## src/rtl/sxc_pkg.sv

```systemverilog
package sxc_pkg;
    localparam int DATA_W = 32;
    localparam int CLK_W  = 3;
    localparam int NUM_CS = 3;
    localparam int LEN_W  = 2;
    localparam int ADDR_W = 3;

    localparam logic [ADDR_W-1:0] A_STAT = 3'd0;
    localparam logic [ADDR_W-1:0] A_DADR = 3'd1;
    localparam logic [ADDR_W-1:0] A_DLEN = 3'd2;
    localparam logic [ADDR_W-1:0] A_CTRL = 3'd3;
    localparam logic [ADDR_W-1:0] A_IMM  = 3'd4;

    localparam int S_DEVF = 0;
    localparam int S_DEVM = 1;
    localparam int S_TCF  = 2;
    localparam int S_TCM  = 3;
    localparam int S_EXTF = 4;
    localparam int S_EXTM = 5;
    localparam int S_CLK  = 6;
    localparam int S_CS   = S_CLK + CLK_W;
    localparam int S_ROM  = S_CS + NUM_CS;

    localparam int C_START = 0;
    localparam int C_DMA   = 1;
    localparam int C_DIR   = 2;
    localparam int C_LEN   = 4;

    typedef enum logic [1:0] {
        DIR_RD   = 2'd0,
        DIR_WR   = 2'd1,
        DIR_XCHG = 2'd2,
        DIR_RSVD = 2'd3
    } sxc_dir_e;

    typedef struct packed {
        logic              dev_f;
        logic              dev_m;
        logic              tc_f;
        logic              tc_m;
        logic              ext_f;
        logic              ext_m;
        logic [CLK_W-1:0]  clk;
        logic [NUM_CS-1:0] cs;
        logic              rom;
    } sxc_stat_t;

    typedef struct packed {
        logic             start;
        logic             dma;
        sxc_dir_e         dir;
        logic [LEN_W-1:0] len;
    } sxc_ctrl_t;
endpackage

```

## src/rtl/sxc_shifter.sv

```systemverilog
module sxc_shifter
    import sxc_pkg::*;
(
    input  logic              clk,
    input  logic              rst_n,
    input  logic              launch_i,
    input  sxc_dir_e          dir_i,
    input  logic [LEN_W-1:0]  len_i,
    input  logic [CLK_W-1:0]  clk_sel_i,
    input  logic [DATA_W-1:0] imm_i,
    input  logic              miso_i,
    output logic              sclk_o,
    output logic              mosi_o,
    output logic              busy_o,
    output logic              done_o,
    output logic              wb_o,
    output logic [DATA_W-1:0] merged_o
);
    localparam int DIV_W = 1 << CLK_W;
    localparam int BIT_W = $clog2(DATA_W);
    localparam int SH_W  = BIT_W + 1;

    typedef struct packed {
        logic              busy;
        logic              sclk;
        logic [DIV_W-1:0]  div;
        logic [DIV_W-1:0]  half_m1;
        logic [BIT_W-1:0]  bitn;
        logic [DATA_W-1:0] tx;
        logic [DATA_W-1:0] rx;
        logic [LEN_W-1:0]  len;
        sxc_dir_e          dir;
    } sh_t;

    sh_t q, n;
    logic [BIT_W-1:0] last_bit;
    logic [SH_W-1:0]  nbits;
    logic [SH_W-1:0]  shamt;

    assign last_bit = {q.len, 3'b111};
    assign nbits    = SH_W'({1'b0, q.len} + 1'b1) << 3;
    assign shamt    = SH_W'(DATA_W) - nbits;

    always_comb begin
        n      = q;
        done_o = 1'b0;
        if (launch_i) begin
            n.busy    = 1'b1;
            n.sclk    = 1'b0;
            n.div     = '0;
            n.bitn    = '0;
            n.tx      = imm_i;
            n.rx      = '0;
            n.len     = len_i;
            n.dir     = dir_i;
            n.half_m1 = (DIV_W'(1) << clk_sel_i) - DIV_W'(1);
        end else if (q.busy) begin
            if (q.div == q.half_m1) begin
                n.div = '0;
                if (!q.sclk) begin
                    n.sclk = 1'b1;
                    n.rx   = {q.rx[DATA_W-2:0], miso_i};
                end else begin
                    n.sclk = 1'b0;
                    n.tx   = q.tx << 1;
                    if (q.bitn == last_bit) begin
                        n.busy = 1'b0;
                        done_o = 1'b1;
                    end else begin
                        n.bitn = q.bitn + 1'b1;
                    end
                end
            end else begin
                n.div = q.div + 1'b1;
            end
        end
    end

    always_ff @(posedge clk or negedge rst_n) begin
        if (!rst_n) q <= '0;
        else        q <= n;
    end

    assign sclk_o   = q.sclk;
    assign busy_o   = q.busy;
    assign mosi_o   = q.busy && (q.dir != DIR_RD) && q.tx[DATA_W-1];
    assign wb_o     = done_o && (q.dir != DIR_WR);
    assign merged_o = (q.rx << shamt) | (imm_i & ~({DATA_W{1'b1}} << shamt));
endmodule

```

## src/rtl/sxc_regs.sv

```systemverilog
module sxc_regs
    import sxc_pkg::*;
#(
    parameter int CHAN_ID = 0,
    parameter int ALIGN   = 5
) (
    input  logic              clk,
    input  logic              rst_n,
    input  logic              reg_wr,
    input  logic [ADDR_W-1:0] reg_addr,
    input  logic [DATA_W-1:0] reg_wdata,
    output logic [DATA_W-1:0] reg_rdata,
    input  logic              dev_irq_i,
    input  logic              presence_i,
    input  logic              sh_done_i,
    input  logic              sh_wb_i,
    input  logic [DATA_W-1:0] sh_merged_i,
    output logic              launch_o,
    output sxc_dir_e          l_dir_o,
    output logic [LEN_W-1:0]  l_len_o,
    output logic [CLK_W-1:0]  clk_sel_o,
    output logic [DATA_W-1:0] imm_o,
    output logic              xfer_done_o,
    output logic              irq_o,
    output logic [NUM_CS-1:0] cs_n_o,
    output logic [NUM_CS-1:0] cs_chg_o,
    output logic              rom_dis_o
);
    localparam bit HAS_EXT = (CHAN_ID != 2);
    localparam bit HAS_ROM = (CHAN_ID == 0);
    localparam logic [DATA_W-1:0] KEEP_MASK = {DATA_W{1'b1}} << ALIGN;

    typedef struct packed {
        sxc_stat_t         st;
        sxc_ctrl_t         ct;
        logic [DATA_W-1:0] dadr;
        logic [DATA_W-1:0] dlen;
        logic [DATA_W-1:0] imm;
        logic [NUM_CS-1:0] chg;
    } regs_t;

    regs_t q, n;
    logic [NUM_CS-1:0] cs_new;
    sxc_dir_e          w_dir;
    logic              w_dma;
    logic              dir_ok;

    assign cs_new = reg_wdata[S_CS +: NUM_CS];
    assign w_dir  = sxc_dir_e'(reg_wdata[C_DIR +: 2]);
    assign w_dma  = reg_wdata[C_DMA];
    assign dir_ok = (w_dir == DIR_RD) || (w_dir == DIR_WR) ||
                    ((w_dir == DIR_XCHG) && !w_dma);

    always_comb begin
        n           = q;
        n.chg       = '0;
        launch_o    = 1'b0;
        xfer_done_o = 1'b0;
        if (reg_wr) begin
            case (reg_addr)
                A_STAT: begin
                    n.st.dev_m = reg_wdata[S_DEVM];
                    if (reg_wdata[S_DEVF]) n.st.dev_f = 1'b0;
                    n.st.tc_m = reg_wdata[S_TCM];
                    if (reg_wdata[S_TCF]) n.st.tc_f = 1'b0;
                    if (HAS_EXT) begin
                        n.st.ext_m = reg_wdata[S_EXTM];
                        if (reg_wdata[S_EXTF]) n.st.ext_f = 1'b0;
                    end
                    n.st.clk = reg_wdata[S_CLK +: CLK_W];
                    if ($onehot0(cs_new)) begin
                        n.st.cs = cs_new;
                        n.chg   = q.st.cs ^ cs_new;
                    end
                    if (HAS_ROM) n.st.rom = reg_wdata[S_ROM];
                end
                A_DADR: n.dadr = reg_wdata & KEEP_MASK;
                A_DLEN: n.dlen = reg_wdata & KEEP_MASK;
                A_CTRL: begin
                    if (!q.ct.start) begin
                        n.ct.dma   = w_dma;
                        n.ct.dir   = w_dir;
                        n.ct.len   = reg_wdata[C_LEN +: LEN_W];
                        n.ct.start = reg_wdata[C_START] && dir_ok;
                        launch_o   = n.ct.start && !w_dma;
                    end
                end
                A_IMM: begin
                    if (!q.ct.start) n.imm = reg_wdata;
                end
                default: ;
            endcase
        end
        if (q.ct.start && (q.ct.dma || sh_done_i)) begin
            n.ct.start  = 1'b0;
            n.st.tc_f   = 1'b1;
            xfer_done_o = 1'b1;
        end
        if (sh_wb_i) n.imm = sh_merged_i;
        if (dev_irq_i) n.st.dev_f = 1'b1;
        if (HAS_EXT && presence_i) n.st.ext_f = 1'b1;
    end

    always_ff @(posedge clk or negedge rst_n) begin
        if (!rst_n) q <= '0;
        else        q <= n;
    end

    always_comb begin
        reg_rdata = '0;
        case (reg_addr)
            A_STAT: begin
                reg_rdata[S_DEVF]            = q.st.dev_f;
                reg_rdata[S_DEVM]            = q.st.dev_m;
                reg_rdata[S_TCF]             = q.st.tc_f;
                reg_rdata[S_TCM]             = q.st.tc_m;
                reg_rdata[S_EXTF]            = q.st.ext_f;
                reg_rdata[S_EXTM]            = q.st.ext_m;
                reg_rdata[S_CLK +: CLK_W]    = q.st.clk;
                reg_rdata[S_CS +: NUM_CS]    = q.st.cs;
                reg_rdata[S_ROM]             = q.st.rom;
            end
            A_DADR: reg_rdata = q.dadr;
            A_DLEN: reg_rdata = q.dlen;
            A_CTRL: begin
                reg_rdata[C_START]          = q.ct.start;
                reg_rdata[C_DMA]            = q.ct.dma;
                reg_rdata[C_DIR +: 2]       = q.ct.dir;
                reg_rdata[C_LEN +: LEN_W]   = q.ct.len;
            end
            A_IMM:  reg_rdata = q.imm;
            default: ;
        endcase
    end

    assign l_dir_o   = w_dir;
    assign l_len_o   = reg_wdata[C_LEN +: LEN_W];
    assign clk_sel_o = q.st.clk;
    assign imm_o     = q.imm;
    assign irq_o     = (q.st.dev_f & q.st.dev_m) | (q.st.tc_f & q.st.tc_m) |
                       (q.st.ext_f & q.st.ext_m);
    assign cs_n_o    = ~q.st.cs;
    assign cs_chg_o  = q.chg;
    assign rom_dis_o = q.st.rom;
endmodule

```

## src/rtl/sxc_channel.sv

```systemverilog
module sxc_channel
    import sxc_pkg::*;
#(
    parameter int CHAN_ID = 0,
    parameter int ALIGN   = 5
) (
    input  logic              clk,
    input  logic              rst_n,
    input  logic              reg_wr,
    input  logic [ADDR_W-1:0] reg_addr,
    input  logic [DATA_W-1:0] reg_wdata,
    output logic [DATA_W-1:0] reg_rdata,
    input  logic              dev_irq_i,
    input  logic              presence_i,
    output logic              irq_o,
    output logic              rom_dis_o,
    output logic [NUM_CS-1:0] cs_n_o,
    output logic [NUM_CS-1:0] cs_chg_o,
    output logic              sclk_o,
    output logic              mosi_o,
    input  logic              miso_i
);
    logic              launch;
    sxc_dir_e          l_dir;
    logic [LEN_W-1:0]  l_len;
    logic [CLK_W-1:0]  clk_sel;
    logic [DATA_W-1:0] imm;
    logic              sh_busy;
    logic              sh_done;
    logic              sh_wb;
    logic [DATA_W-1:0] sh_merged;
    logic              xfer_done;

    sxc_regs #(.CHAN_ID(CHAN_ID), .ALIGN(ALIGN)) u_regs (
        .clk        (clk),
        .rst_n      (rst_n),
        .reg_wr     (reg_wr),
        .reg_addr   (reg_addr),
        .reg_wdata  (reg_wdata),
        .reg_rdata  (reg_rdata),
        .dev_irq_i  (dev_irq_i),
        .presence_i (presence_i),
        .sh_done_i  (sh_done),
        .sh_wb_i    (sh_wb),
        .sh_merged_i(sh_merged),
        .launch_o   (launch),
        .l_dir_o    (l_dir),
        .l_len_o    (l_len),
        .clk_sel_o  (clk_sel),
        .imm_o      (imm),
        .xfer_done_o(xfer_done),
        .irq_o      (irq_o),
        .cs_n_o     (cs_n_o),
        .cs_chg_o   (cs_chg_o),
        .rom_dis_o  (rom_dis_o)
    );

    sxc_shifter u_shift (
        .clk      (clk),
        .rst_n    (rst_n),
        .launch_i (launch),
        .dir_i    (l_dir),
        .len_i    (l_len),
        .clk_sel_i(clk_sel),
        .imm_i    (imm),
        .miso_i   (miso_i),
        .sclk_o   (sclk_o),
        .mosi_o   (mosi_o),
        .busy_o   (sh_busy),
        .done_o   (sh_done),
        .wb_o     (sh_wb),
        .merged_o (sh_merged)
    );
endmodule

```

## config.mk

```make
export PLATFORM = sky130hd
export DESIGN_NAME = sxc_channel
export DESIGN_NICKNAME = d
export VERILOG_FILES = /design/src/rtl/sxc_pkg.sv /design/src/rtl/sxc_shifter.sv /design/src/rtl/sxc_regs.sv /design/src/rtl/sxc_channel.sv
export SDC_FILE = /design/constraint.sdc
export NUM_CORES = 1
export LEC_CHECK = 0
export ABC_AREA = 1
export ABC_CLOCK_PERIOD_IN_PS = 5400
export BUFFER_PORTS_ARGS = -buffer_cell sky130_fd_sc_hd__clkbuf_2
export CORE_MARGIN = 2
export CORE_UTILIZATION = 62
export DETAILED_ROUTE_END_ITERATION = 6
export PLACE_DENSITY = 0.86
export SYNTH_ARGS = -nofsm -noshare
export SYNTH_HDL_FRONTEND = slang
export SYNTH_SLANG_ARGS = --single-unit
```

## constraint.sdc

```tcl
create_clock -name clk -period 5.4 [get_ports clk]
set_clock_uncertainty 0.15 [all_clocks]
set_input_delay 0.81 -clock clk [delete_from_list [all_inputs] [get_ports clk]]
set_output_delay 0.81 -clock clk [all_outputs]
set_load 0.02 [all_outputs]
```

Word-level counts from Yosys, hierarchy flattened --
Cells that the tools add are included. Widths: inputs -> output; s select.
Cells by class: reductions and logical operators 43, shifts and indexed selects 3, $lt $le $gt $ge 1, muxes and demuxes 43, bitwise logic cells 11, add/subtract/negate cells 7, equality and inequality tests 12
Operator list (count):
- $mux 69 | 3
- $mux 32 | 6
- $mux 118 | 1
- $pmux 19 s3 | 1
- $mux 37 | 1
- $and 32x32->32 | 1
- $not 32->32 | 1
- $or 32x32->32 | 1
- $reduce_bool 2->1 | 16
- $shl 32x6->32 | 1
- $shl 32x6->32 const A | 1
- $pmux 6 s5 | 1
- $pmux 7 s4 | 1
- $reduce_and 3->1 | 8
- $mux 10 | 2
- $mux 1 | 18
- $mux 13 | 1
- $mux 6 | 2
- $reduce_and 2->1 | 5
- $mux 3 | 3
- $add 8x1->8 const B | 1
- $eq 8x8->1 | 1
- $mux 8 | 1
- $shl 1x3->8 const A | 1
- 28 further kinds | 42
Word-level totals: word-level logic and storage cells 146, input port bits 41, bits in registers 199, output and inout bits 42

Depth between registers and ports, before layout --
depth after elaboration 13, depth in mapped cells 13, depth with buffers taken out 12

Hierarchy --
Synthesis repeated with hierarchy kept, for this count alone.
Unflattened totals: cell total of the unflattened synthesis 1417, area total of the unflattened synthesis 10719.0 sq um
By module, submodules not included:
- sxc_regs | seq. area each 2702.6 sq um, times used 1, area an instance 5511.5 sq um, cells an instance 724
- sxc_shifter | seq. area each 2277.2 sq um, times used 1, area an instance 5207.5 sq um, cells an instance 693

Least setup slack after synthesis --
Ideal clock, no wire load.
path kind input to output, from input port reg_addr[0], to output port reg_rdata[10], cell stages on the path 5, buffers on the path 0, arrival 1.828 ns, required time 4.440 ns, path slack 2.612 ns, cell sequence nor2_1 -> inv_1 -> nor2_1 -> inv_2 -> o2111ai_1
Between the ends: longest elaborated chain between the ends 2, elaborated cells between the ends (all ways) 5, those cells by class eq/ne (3); mux (1); reduce/logical (1)
Ends and longest elaborated chain:
- start: declaration | RTL line sxc_channel.sv:10 | input logic [ADDR_W-1:0] reg_addr,
- $eq 3x3->1 (tied with other cells) | RTL line sxc_regs.sv:111 | case (reg_addr)
- $pmux 7 s4 (*) | RTL line sxc_regs.sv:111
- end: declaration | RTL line sxc_channel.sv:12 | output logic [DATA_W-1:0] reg_rdata,
Every way passes the cells marked *; elsewhere a longest branch is shown, timed or not.

Worst setup path after layout --
from register u_shift.q, in the netlist u_shift.last_bit[3], to register u_regs.q, in the netlist u_regs.imm_o[8]
Between the ends: longest elaborated chain between the ends 9, elaborated cells between the ends (all ways) 19, those cells by class add/sub (2); eq/ne (2); shift (2); mux (6); bitwise (3); reduce/logical (4)
Ends and longest elaborated chain:
- start: declaration | RTL line sxc_shifter.sv:35 | sh_t q, n;
- start signal: assignment | RTL line sxc_shifter.sv:81 | else q <= n;
- parallel branches: the longest is 9 deep, another holds $sub 6x6->6
- end signal: assignment | RTL line sxc_regs.sv:106 | else q <= n;
- end: declaration | RTL line sxc_regs.sv:42 | regs_t q, n;
Parallel ways; which one is timed is not known. A chain may end at the register's enable or synchronous reset.

==> reports/qor.yml <==
postSynthRegisterBits: 199
synth_cell_types: 40
hold_viol_final: 0
post_synth.cell_area_avg_um2: 8.14
synth_edf_count: 0
viasPerCell: 5.89
power_switching_mw: 1.60
critical_path.max_stage_delay_ns: 0.85
async_flop_share: 1.00
hold_class: "in -> async"
fp.dieW_um: 130
grtUsageTotal: 0.317
power_frac_clock: 0.294
setup_viol: 0
start_util: 0.627
ctsResizeCount: 0
die_y_um: 130
syn-instance-count: 1210
worst_pin_slew_ns: 1.23
criticalPathCategory: "reg -> reg"
clk_pin_slew_worst_paths_ns: 0.08
cp.arrival_ns: 3.77
drv_cap: 0
layout-drive-gt1-share: 0.121
diodes: 0
dp_hpwl_um: 17500
leakagePower_nw: 5.20
globalRouteOverflowTotal: 0
netlist_area_mm2: 0.00984
slew_headroom: 0.175
cp.required_ns: 5.63
cp-start-kind: "register"
drt_wl_total_um: 25600
clk-insertion-delay-late_ns: 0.44
final_nets: 1299
power_density_mw_per_mm2: 414
grt_max_degree: 107
post_cts_buffers: 0
switching_share: 0.356
ant_nets: 0
ctsHoldBuffers: 0
dieArea_mm2: 0.0169
ios: 83
cp_slowest_cell: "nor2_1"
cts_max_path_buffers: 2
ir_worst_vdd_v: 0.000287
vias: 8730
r2r_slack_ns: 1.86
drt-pass1-iter-count: 7
core_mm2: 0.0157
grt_pass1_wl_um: 42000
ys.flop_type: "dfrtp_1"
rsz0062_at_grt: "false"
antenna_found_initial: 0
rows: 46
crit_start: "u_shift.last_bit[3]$_DFFE_PN0N_"
gp_congestion: 0.927
r2r-start: "u_shift.last_bit[3]$_DFFE_PN0N_"
ys_warn_count: 0
post-route-period-util: 0.656
crit_path_cell_trace: "buf_4 > inv_2 > ha_1 > clkinv_1 > nor2_4 > nor2_1 > inv_1 > o21ai_0 > nand4_1 > nand2_1 > nand2_1 > inv_1"
setup_tns_ns: 0
drt_iter0_markers: 1161
final_core_util: 0.693
numPortBuffers: 82
area_growth_pct: 10.5
finalCriticalPeriod_ns: 3.54
fmax_mhz: 282
p_seq_frac: 0.468
report.final.slew_viol_count: 0
power.internal_mw: 2.90
drc_errors: 0
status: "completed"
cts_htree_levels: 4
crit_buf_inv: 5
combPwrFrac: 0.238
cts-root-buf: "clkbuf_16"
yosysSeqAreaShare: 0.506
cp_top_family: "simple AND/OR/NAND/NOR gates"
critical_path.max_fanout: 29
crit_cells: 12
wire_per_inst_um: 17.3
syn_nets: 1256
cts_buffers: 17
rr_worst_depth: 12
cts_tree: "built"
clkSinkCount: 199
endpoint_kind: "register"
grt_pass1_vias: 8251
nFillCells: 1216
cell usage in the layout (no fill, tap or decap), types with 2 or more instances in the layout:
cell type and n:
a21oi_1 8, inv_8 6, nand3b_1 2, nor2_1 47, o21ai_1 5, clkbuf_2 81
inv_2 8, nand3_2 2, buf_4 12, nor2_4 4, o221ai_1 7, xor2_1 8
nand2_2 3, a32oi_1 8, a22oi_1 16, xnor2_1 4, nand2_1 358, o211ai_1 9
o2111ai_1 7, nor2_2 4, nand3_1 84, inv_6 4, nand4_1 32, o22ai_1 42
ha_1 5, inv_1 116, a31oi_1 30, o21ai_0 119, dfrtp_1 199, clkbuf_16 17
clkinv_8 4, nor3_1 4
power groups by stage:
| stage | combinational [mW] | sequential (mW) | clock [mW] |
|---|---|---|---|
| after floorplan | 0.793 | 2.04 | 0 |
| after global placement | 1.02 | 2.11 | 0 |
| after detailed placement | 1.06 | 2.12 | 0 |
| after CTS | 1.07 | 2.10 | 1.33 |
| after global routing | 1.22 | 2.15 | 1.40 |
| final | 1.07 | 2.11 | 1.33 |
cell usage after synthesis (2+ instances only):
cell type,n,share of area
buf_4,8,0.0061
clkbuf_1,38,0.014
o21ai_1,5,0.0025
o2111ai_1,7,0.0062
o21ai_0,119,0.060
nor2_4,4,0.0046
o22ai_1,42,0.027
nand2_1,358,0.14
xnor2_1,4,0.0036
a21oi_1,8,0.0041
inv_1,116,0.044
buf_2,15,0.0076
nand3_2,2,0.0020
ha_1,5,0.0064
inv_2,8,0.0031
nor2_2,4,0.0025
nand3_1,84,0.043
nand2_2,3,0.0019
nand3b_1,2,0.0015
o211ai_1,9,0.0069
nand4_1,32,0.020
nor2_1,47,0.018
nor3_1,4,0.0020
a32oi_1,8,0.0071
a31oi_1,30,0.019
xor2_1,8,0.0071
a22oi_1,16,0.012
buf_6,8,0.0092
dfrtp_1,199,0.51
o221ai_1,7,0.0062
flip-flops by register name, indices dropped and copies added (netlist names):
name,flops
u_regs.clk_sel_o,3
u_regs.rom_dis_o,1
u_shift.busy_o,1
u_regs.q,69
u_regs.imm_o,32
u_regs.cs_chg_o,3
u_shift.sclk_o,1
u_shift.last_bit,2
u_shift.q,87
final cells by class:
| cell class | instances | area [µm²] | share of cell area |
|---|---|---|---|
| Tap cell | 216 | 270 | 0.0248 |
| Multi-Input combinational cell | 815 | 4020 | 0.370 |
| Sequential cell | 199 | 4980 | 0.458 |
| Clock inverter | 15 | 198 | 0.0182 |
| Inverter | 126 | 478 | 0.0439 |
| Clock buffer | 17 | 425 | 0.0391 |
| Timing Repair Buffer | 94 | 509 | 0.0468 |
routing by layer:
metal  vias to the layer above  routed length (µm)  track usage  part of all wire
met5                         -                   0            0                 0
met2                       398               12400        0.511              0.48
li1                       4126                   -            -                 -
met1                      4133               10700        0.437              0.42
met4                         0                 796        0.116             0.031
met3                        73                1770       0.0554             0.069
through the flow:
step / total power [mW] / area (µm²) / setup WS, ns / hold WS (ns) / instances
detailed placement: 3.17 / 10300 / 1.84 / 0.323 / 1450
CTS: 4.50 / 10900 / 1.97 / 0.342 / 1482
global placement: 3.13 / 10300 / 1.93 / 0.316 / 1450
finish: 4.50 / 10900 / 1.86 / 0.291 / 1482
global route: 4.76 / 10900 / 1.46 / 0.362 / 1482
floorplan: 2.84 / 9840 / 2.61 / 0.303 / 1210
cell families after synthesis:
family / Yosys count / share of synthesized area
AO/OA/AOI/OAI: 255 / 0.156
XOR/XNOR: 12 / 0.0107
adder cells (fa/ha/maj): 5 / 0.00635
buffers and inverters: 196 / 0.0863
flip-flops: 199 / 0.506
AND/OR/NAND/NOR: 543 / 0.235
final timing paths:
kind / to
worst max register to register: u_regs.imm_o[8]$_DFFE_PN0P_
worst min-delay path: u_shift.q[77]$_DFFE_PN0N_
worst min register to register: u_regs.q[93]$_DFFE_PN0P_
max in group asynchronous: u_regs.q[53]$_DFFE_PN0P_
min in group clk: u_regs.q[93]$_DFFE_PN0P_
worst max-delay path: u_regs.imm_o[8]$_DFFE_PN0P_
Note: power is estimated with default switching activity, not from simulation.
